==> src/rtl/dma_splitter.sv <==
module dma_splitter #(
  parameter int EXT_AW = 32,
  parameter int LS_AW  = 18,
  parameter int SZW    = 15,
  parameter int TAGW   = 5,
  parameter int QDEPTH = 16,
  parameter int CNTW   = 8,
  parameter int MAXSZ  = 16384,
  parameter int LW     = EXT_AW + SZW
)(
  input  logic              clk,
  input  logic              rst_n,
  input  logic              core_valid,
  output logic              core_ready,
  input  logic              core_list,
  input  logic [EXT_AW-1:0] core_ext_addr,
  input  logic [LS_AW-1:0]  core_loc_addr,
  input  logic [SZW-1:0]    core_size,
  input  logic [TAGW-1:0]   core_tag,
  input  logic              ctl_valid,
  output logic              ctl_ready,
  input  logic              ctl_list,
  input  logic [EXT_AW-1:0] ctl_ext_addr,
  input  logic [LS_AW-1:0]  ctl_loc_addr,
  input  logic [SZW-1:0]    ctl_size,
  input  logic [TAGW-1:0]   ctl_tag,
  output logic              bus_req_valid,
  input  logic              bus_req_ready,
  output logic [EXT_AW-1:0] bus_ext_addr,
  output logic [LS_AW-1:0]  bus_loc_addr,
  output logic [127:0]      bus_byte_en,
  output logic [TAGW-1:0]   bus_tag,
  input  logic              bus_ack,
  input  logic [TAGW-1:0]   bus_ack_tag,
  output logic              lst_rd_en,
  output logic [LS_AW-1:0]  lst_rd_addr,
  input  logic [LW-1:0]     lst_rd_data,
  output logic              err_valid,
  output logic [TAGW-1:0]   err_tag,
  output logic [(1<<TAGW)-1:0] tag_done
);
  localparam int QAW  = $clog2(QDEPTH);
  localparam int NTAG = 1 << TAGW;
  localparam int ENTW = 1 + TAGW + SZW + LS_AW + EXT_AW;
  localparam logic [QAW:0]   QFULL = (QAW+1)'(QDEPTH);
  localparam logic [SZW-1:0] SZMAX = SZW'(MAXSZ);

  typedef enum logic [1:0] {S_IDLE, S_LREQ, S_LDAT, S_XFER} st_t;

  function automatic logic size_ok(input logic [SZW-1:0] s);
    size_ok = (s == SZW'(1)) || (s == SZW'(2)) || (s == SZW'(4)) || (s == SZW'(8)) ||
              ((s != '0) && (s[3:0] == 4'd0) && (s <= SZMAX));
  endfunction

  function automatic logic align_ok(input logic [SZW-1:0] s, input logic [EXT_AW-1:0] e,
                                    input logic [LS_AW-1:0] l);
    if (s < SZW'(16)) align_ok = ((e[3:0] | l[3:0]) & (s[3:0] - 4'd1)) == 4'd0;
    else              align_ok = (e[3:0] == 4'd0) && (l[3:0] == 4'd0);
  endfunction

  // command queue
  logic [ENTW-1:0] q_mem [QDEPTH];
  logic [QAW-1:0]  wp, rp;
  logic [QAW:0]    qcnt;
  logic            push, pop, full;
  logic [ENTW-1:0] push_ent;
  logic [TAGW-1:0] push_tag;

  assign full       = qcnt == QFULL;
  assign ctl_ready  = !full;
  assign core_ready = !full && !ctl_valid;
  assign push       = (ctl_valid && ctl_ready) || (core_valid && core_ready);
  assign push_ent   = ctl_valid ? {ctl_list, ctl_tag, ctl_size, ctl_loc_addr, ctl_ext_addr}
                                : {core_list, core_tag, core_size, core_loc_addr, core_ext_addr};
  assign push_tag   = ctl_valid ? ctl_tag : core_tag;

  always_ff @(posedge clk) if (push) q_mem[wp] <= push_ent;

  logic              h_list;
  logic [TAGW-1:0]   h_tag;
  logic [SZW-1:0]    h_size;
  logic [LS_AW-1:0]  h_loc;
  logic [EXT_AW-1:0] h_ext;
  assign {h_list, h_tag, h_size, h_loc, h_ext} = q_mem[rp];

  // splitting engine
  st_t               st;
  logic [EXT_AW-1:0] ext_q;
  logic [LS_AW-1:0]  loc_q, lptr_q;
  logic [SZW-1:0]    rem_q, lrem_q;
  logic [TAGW-1:0]   tag_q;
  logic              lst_q;

  logic [7:0]        nb;
  logic              hs, last, head_bad, el_bad, fin;
  logic [TAGW-1:0]   fin_tag;
  logic [EXT_AW-1:0] el_ext;
  logic [SZW-1:0]    el_sz;

  assign pop      = (st == S_IDLE) && (qcnt != '0);
  assign head_bad = h_list ? !((h_size != '0) && (h_size[2:0] == 3'd0) && (h_size <= SZMAX) &&
                               (h_ext[2:0] == 3'd0))
                           : !(size_ok(h_size) && align_ok(h_size, h_ext, h_loc));
  assign el_ext   = lst_rd_data[EXT_AW-1:0];
  assign el_sz    = lst_rd_data[EXT_AW +: SZW];
  assign el_bad   = (st == S_LDAT) && !(size_ok(el_sz) && align_ok(el_sz, el_ext, loc_q));

  assign nb   = |rem_q[SZW-1:7] ? 8'd128 : {1'b0, rem_q[6:0]};
  assign hs   = bus_req_valid && bus_req_ready;
  assign last = hs && (rem_q == SZW'(nb));
  assign fin  = (pop && head_bad) || el_bad || (last && !(lst_q && lrem_q != '0));
  assign fin_tag = (st == S_IDLE) ? h_tag : tag_q;

  assign bus_req_valid = st == S_XFER;
  assign bus_ext_addr  = ext_q;
  assign bus_loc_addr  = loc_q;
  assign bus_tag       = tag_q;
  assign bus_byte_en   = {128{1'b1}} >> (8'd128 - nb);
  assign lst_rd_en     = st == S_LREQ;
  assign lst_rd_addr   = lptr_q;

  always_ff @(posedge clk) begin
    if (!rst_n) begin
      wp <= '0; rp <= '0; qcnt <= '0;
      st <= S_IDLE;
      ext_q <= '0; loc_q <= '0; lptr_q <= '0; rem_q <= '0; lrem_q <= '0;
      tag_q <= '0; lst_q <= 1'b0;
      err_valid <= 1'b0; err_tag <= '0;
    end else begin
      if (push) wp <= wp + QAW'(1);
      if (pop)  rp <= rp + QAW'(1);
      case ({push, pop})
        2'b10:   qcnt <= qcnt + (QAW+1)'(1);
        2'b01:   qcnt <= qcnt - (QAW+1)'(1);
        default: ;
      endcase
      err_valid <= (pop && head_bad) || el_bad;
      err_tag   <= fin_tag;
      case (st)
        S_IDLE: if (pop && !head_bad) begin
          tag_q <= h_tag;
          loc_q <= h_loc;
          lst_q <= h_list;
          if (h_list) begin
            lptr_q <= h_ext[LS_AW-1:0];
            lrem_q <= h_size;
            st     <= S_LREQ;
          end else begin
            ext_q <= h_ext;
            rem_q <= h_size;
            st    <= S_XFER;
          end
        end
        S_LREQ: st <= S_LDAT;
        S_LDAT: if (el_bad) st <= S_IDLE;
        else begin
          ext_q  <= el_ext;
          rem_q  <= el_sz;
          lptr_q <= lptr_q + LS_AW'(8);
          lrem_q <= lrem_q - SZW'(8);
          st     <= S_XFER;
        end
        S_XFER: if (hs) begin
          ext_q <= ext_q + EXT_AW'(nb);
          loc_q <= loc_q + LS_AW'(nb);
          rem_q <= rem_q - SZW'(nb);
          if (last) st <= (lst_q && lrem_q != '0) ? S_LREQ : S_IDLE;
        end
        default: st <= S_IDLE;
      endcase
    end
  end

  // per-tag outstanding work
  for (genvar t = 0; t < NTAG; t++) begin : g_tag
    logic [1:0]      inc, dec;
    logic [CNTW-1:0] cnt;
    assign inc = {1'b0, push && (push_tag == TAGW'(t))} + {1'b0, hs && (tag_q == TAGW'(t))};
    assign dec = {1'b0, bus_ack && (bus_ack_tag == TAGW'(t))} + {1'b0, fin && (fin_tag == TAGW'(t))};
    always_ff @(posedge clk) begin
      if (!rst_n) cnt <= '0;
      else        cnt <= cnt + CNTW'(inc) - CNTW'(dec);
    end
    assign tag_done[t] = cnt == '0;
  end
endmodule

==> config.mk <==
export PLATFORM = sky130hd
export DESIGN_NAME = dma_splitter
export DESIGN_NICKNAME = d
export VERILOG_FILES = /design/src/rtl/dma_splitter.sv
export SDC_FILE = /design/constraint.sdc
export NUM_CORES = 2
export LEC_CHECK = 0
export BUFFER_PORTS_ARGS = -buffer_cell sky130_fd_sc_hd__clkbuf_2
export CELL_PAD_IN_SITES_DETAIL_PLACEMENT = 1
export CELL_PAD_IN_SITES_GLOBAL_PLACEMENT = 2
export CORE_ASPECT_RATIO = 1.5
export CORE_MARGIN = 1
export CORE_UTILIZATION = 33
export DETAILED_ROUTE_END_ITERATION = 10
export PLACE_DENSITY = 0.71
export SLEW_MARGIN = 20
export SYNTH_ARGS = -nofsm -noshare
export SYNTH_HDL_FRONTEND = slang
export SYNTH_SLANG_ARGS = --single-unit
==> constraint.sdc <==
create_clock -name clk -period 17.9 [get_ports clk]
set_input_delay 1.79 -clock clk [delete_from_list [all_inputs] [get_ports clk]]
set_output_delay 1.79 -clock clk [all_outputs]
set_load 0.05 [all_outputs]
==> impl_metrics.json <==
{
  "cts_setup_buffers": 0,
  "critPathSlowestCell": "buf_4",
  "ctsResizeCount": 0,
  "cts_hold_buf": 0,
  "cts_root_buffer": "clkbuf_16",
  "clk_pin_slew_worst_paths_ns": 0.06,
  "post-route-util_pct": 38.1,
  "async_flop_share_pct": 0,
  "grt_pass1_vias": 47900,
  "status": "finished, final reports clean",
  "worstMarginPinSlew_ns": 1.10,
  "grt_util_all_layers_pct": 19.7,
  "clk_latency_ns": 0.84,
  "area_delta_synth_final_pct": 14.8,
  "grt_overflow": 0,
  "antenna_found_initial": 11,
  "pwr-share-comb_pct": 39.3,
  "switching_share_pct": 37.2,
  "path_buf_inv": 3,
  "fin_tns_setup_ns": 0,
  "top_layer_used": "met5",
  "drtIter0Drc": 2715,
  "grt_max_degree": 84,
  "synth-edff-count": 1136,
  "netlist_area_um2": 71600,
  "synth-seq-area-share_pct": 58.4,
  "synth_nets": 5867,
  "wire_per_inst_um": 25.2,
  "min_period_over_period_pct": 50.7,
  "coreArea_um2": 216000,
  "end_kind": "register",
  "finClkSkew_ns": 0.0862,
  "holdCritPathClass": "reg -> reg",
  "die_h_um": 572,
  "synthCells": 5208,
  "ys_ff_latch": 1521,
  "multi_input_area_um2": 27200,
  "clk_path_buf_depth": 4,
  "drt-pass1-iter-count": 7,
  "min_period_ns": 9.07,
  "p_leak_nw": 29.7,
  "port-buffer-count": 442,
  "routed_wl_um": 217000,
  "drive_gt1_share_pct": 21.1,
  "routabilityCongestion": 0.891,
  "p_int_mw": 7.99,
  "cts.sinks": 1521,
  "path_common_cell": "fa_1",
  "htreeDepth": 4,
  "vias_per_cell": 5.22,
  "power_density_nw_per_um2": 155,
  "hpwl_um": 143000,
  "drv_slew": 0,
  "wl_met1_um": 90600,
  "drc": 0,
  "boundaryPins": 443,
  "synth_area_per_cell_um2": 13.7,
  "hold_viol": 0,
  "cap_violations": 0,
  "cts_tree": "done",
  "worstPathCellList": "buf_4, buf_4, mux2i_1, mux4_2, mux2i_1, xor2_1, a32o_1, o2111ai_1, nand3_1, o31ai_1, nand2_1, nor3_1, fa_1, inv_1, fa_1, ha_1, fa_1, nor2b_1, o21ai_0, nand2b_1, a21o_1, a21oi_1, xnor2_1, nor2_1",
  "start_util_pct": 33.2,
  "pwr-share-seq_pct": 34.5,
  "seqCellArea_um2": 41800,
  "vias": 45000,
  "worstPathArrival_ns": 9.69,
  "fin_nets": 6307,
  "clkPwrFrac_pct": 26.3,
  "die_w_um": 382,
  "cpPeakStageDelay_ns": 0.86,
  "yosysUniqueCellTypes": 88,
  "ys.flop_type": "edfxtp_1",
  "peakVddDrop_mv": 0.121,
  "path_delay_family": "simple AND/OR/NAND/NOR gates",
  "slew_headroom_pct": 26.3,
  "cp-start-kind": "register",
  "critical_path_class": "reg -> reg",
  "grt_setup_unrepaired": "no",
  "critPathRequiredTime_ns": 18.52,
  "dr_wl_met2_um": 110000,
  "ant_nets": 0,
  "nFillCells": 22600,
  "grt_pass1_wl_um": 319000,
  "yosysWarnings": 0,
  "crit_fanout": 58,
  "cts_inserted_buffers": 164,
  "total_power_mw": 12.7,
  "rows": 209,
  "setup_violations": 0,
  "die_area_um2": 219000,
  "p_sw_mw": 4.73,
  "max_freq_ghz": 0.110,
  "route.met3.wl_um": 11500
}
-- path summary, 6_finish.rpt --
kind                                                   from                          end  slack (ns)  depth (start not counted)
worst max-delay path                               register  g_tag[22].cnt[7]$_SDFF_PN0_        8.83                         24
worst min-delay path            lst_rd_addr[2]$_SDFFE_PN0P_  lst_rd_addr[2]$_SDFFE_PN0P_        0.46                          1
worst max register to register                     register  g_tag[22].cnt[7]$_SDFF_PN0_        8.83                         24
worst min register to register  lst_rd_addr[2]$_SDFFE_PN0P_  lst_rd_addr[2]$_SDFFE_PN0P_        0.46                          1
-- power groups by stage --
stage               registers [mW]  logic, mW  clock network, mW
detailed placement            4.48       5.05                  0
global placement              4.46       4.98                  0
floorplan                     4.43       3.68                  0
CTS                           4.41       5.09               3.43
finish                        4.38       5.00               3.34
global route                  4.42       5.49               3.54
-- layout make-up --
class	count	area share, %
multi-input cells	3018	33.1
clock inverters	70	0.842
diodes	2	0.00609
inverters	421	1.93
clock buffers	214	5.37
well taps	2848	4.34
repair buffers	522	3.46
flip-flops and latches	1521	50.9
-- cells in the final DEF (no fill, tap or decap), types with 18 or more instances in the layout --
| cell | instances |
|---|---|
| nor3_1 | 104 |
| xnor2_1 | 142 |
| fa_1 | 99 |
| inv_1 | 417 |
| xor2_1 | 46 |
| ha_1 | 360 |
| mux2_2 | 74 |
| dfxtp_1 | 379 |
| o21bai_1 | 79 |
| clkbuf_16 | 166 |
| and4_1 | 20 |
| and2_1 | 111 |
| nand3_1 | 70 |
| clkbuf_1 | 40 |
| or3_1 | 23 |
| clkbuf_2 | 440 |
| edfxtp_1 | 1136 |
| a21o_1 | 26 |
| nand2_1 | 200 |
| o211ai_1 | 27 |
| a22oi_1 | 28 |
| nor2b_1 | 37 |
| clkinv_2 | 24 |
| mux4_2 | 322 |
| buf_4 | 80 |
| nand4_1 | 18 |
| a21oi_1 | 284 |
| nand2b_1 | 39 |
| nor2_1 | 469 |
| a211oi_1 | 20 |
| mux2i_1 | 57 |
| o21ai_0 | 107 |
-- flip-flops by register name, summed over array words and instances (netlist names), 2 cells and up, named ones only --
signal,count
rp,4
g_tag.cnt,256
lst_rd_addr,18
qcnt,5
bus_tag,5
st,2
bus_ext_addr,32
err_tag,5
lrem_q,15
rem_q,15
q_mem,1136
wp,4
bus_loc_addr,18
-- cells by family (layout without fill, tap and decap cells) --
family | count (synthesis) | after routing | synth area share (%)
xor+xnor | 188 | 188 | 2.30
fa+ha+maj | 459 | 459 | 9.06
other cells | 1 | 3 | 0.00524
buf+inv | 669 | 1227 | 3.73
simple gates | 1187 | 1187 | 7.88
flops | 1521 | 1521 | 58.4
mux | 453 | 453 | 12.1
compound gates | 730 | 730 | 6.49
-- synth_stat cells (10+ instances only) --
cell | instances | area, µm²
edfxtp_1 | 1136 | 34100
nor2_1 | 483 | 1810
inv_1 | 418 | 1570
dfxtp_1 | 385 | 7710
ha_1 | 360 | 4500
mux4_2 | 322 | 7250
a21oi_1 | 286 | 1430
nand2_1 | 202 | 758
clkbuf_1 | 167 | 627
xnor2_1 | 142 | 1240
and2_1 | 111 | 694
nor3_1 | 108 | 541
o21ai_0 | 107 | 536
fa_1 | 99 | 1980
o21bai_1 | 79 | 593
mux2_2 | 74 | 833
nand3_1 | 70 | 350
mux2i_1 | 57 | 571
xor2_1 | 46 | 403
buf_2 | 41 | 205
nand2b_1 | 40 | 250
nor2b_1 | 37 | 231
a22oi_1 | 28 | 210
o211ai_1 | 27 | 203
a21o_1 | 26 | 195
buf_1 | 24 | 90.1
or3_1 | 23 | 144
a211oi_1 | 20 | 150
and4_1 | 20 | 175
nand4_1 | 18 | 113
o31ai_1 | 17 | 128
a31oi_1 | 16 | 100
o32ai_1 | 16 | 140
nand4b_1 | 15 | 131
a221oi_1 | 14 | 123
or2_2 | 14 | 87.6
nor4_1 | 11 | 68.8
nor3b_1 | 10 | 75.1
o21a_1 | 10 | 75.1
-- worst reg2reg max path, delay by kind of cell (launching register included) --
family | cells | cell delay, ns
compound gates | 6 | 1.75
xor+xnor | 2 | 0.28
fa+ha+maj | 4 | 1.25
buf+inv | 3 | 1.74
flops | 1 | 0.80
mux | 3 | 1.16
simple gates | 6 | 1.90
-- per-layer routing --
metal	track usage, %	up-vias
li1	-	20000
met1	24.7	23500
met2	35.1	1191
met3	3.16	299
met4	5.06	2
met5	0	-
-- per-stage QoR --
stage          worst slack [ns]  std cells  area [µm²]  hold slack (ns)
2_1_floorplan              9.73       5208       71600            0.434
3_3_place_gp               9.01       8329       77000            0.443
3_5_place_dp               8.81       8329       77000            0.449
5_1_grt                    8.33       8615       82200            0.487
4_1_cts                    8.78       8613       82100            0.469
6_report                   8.83       8616       82200            0.464
(Power assumes the default switching activity.)
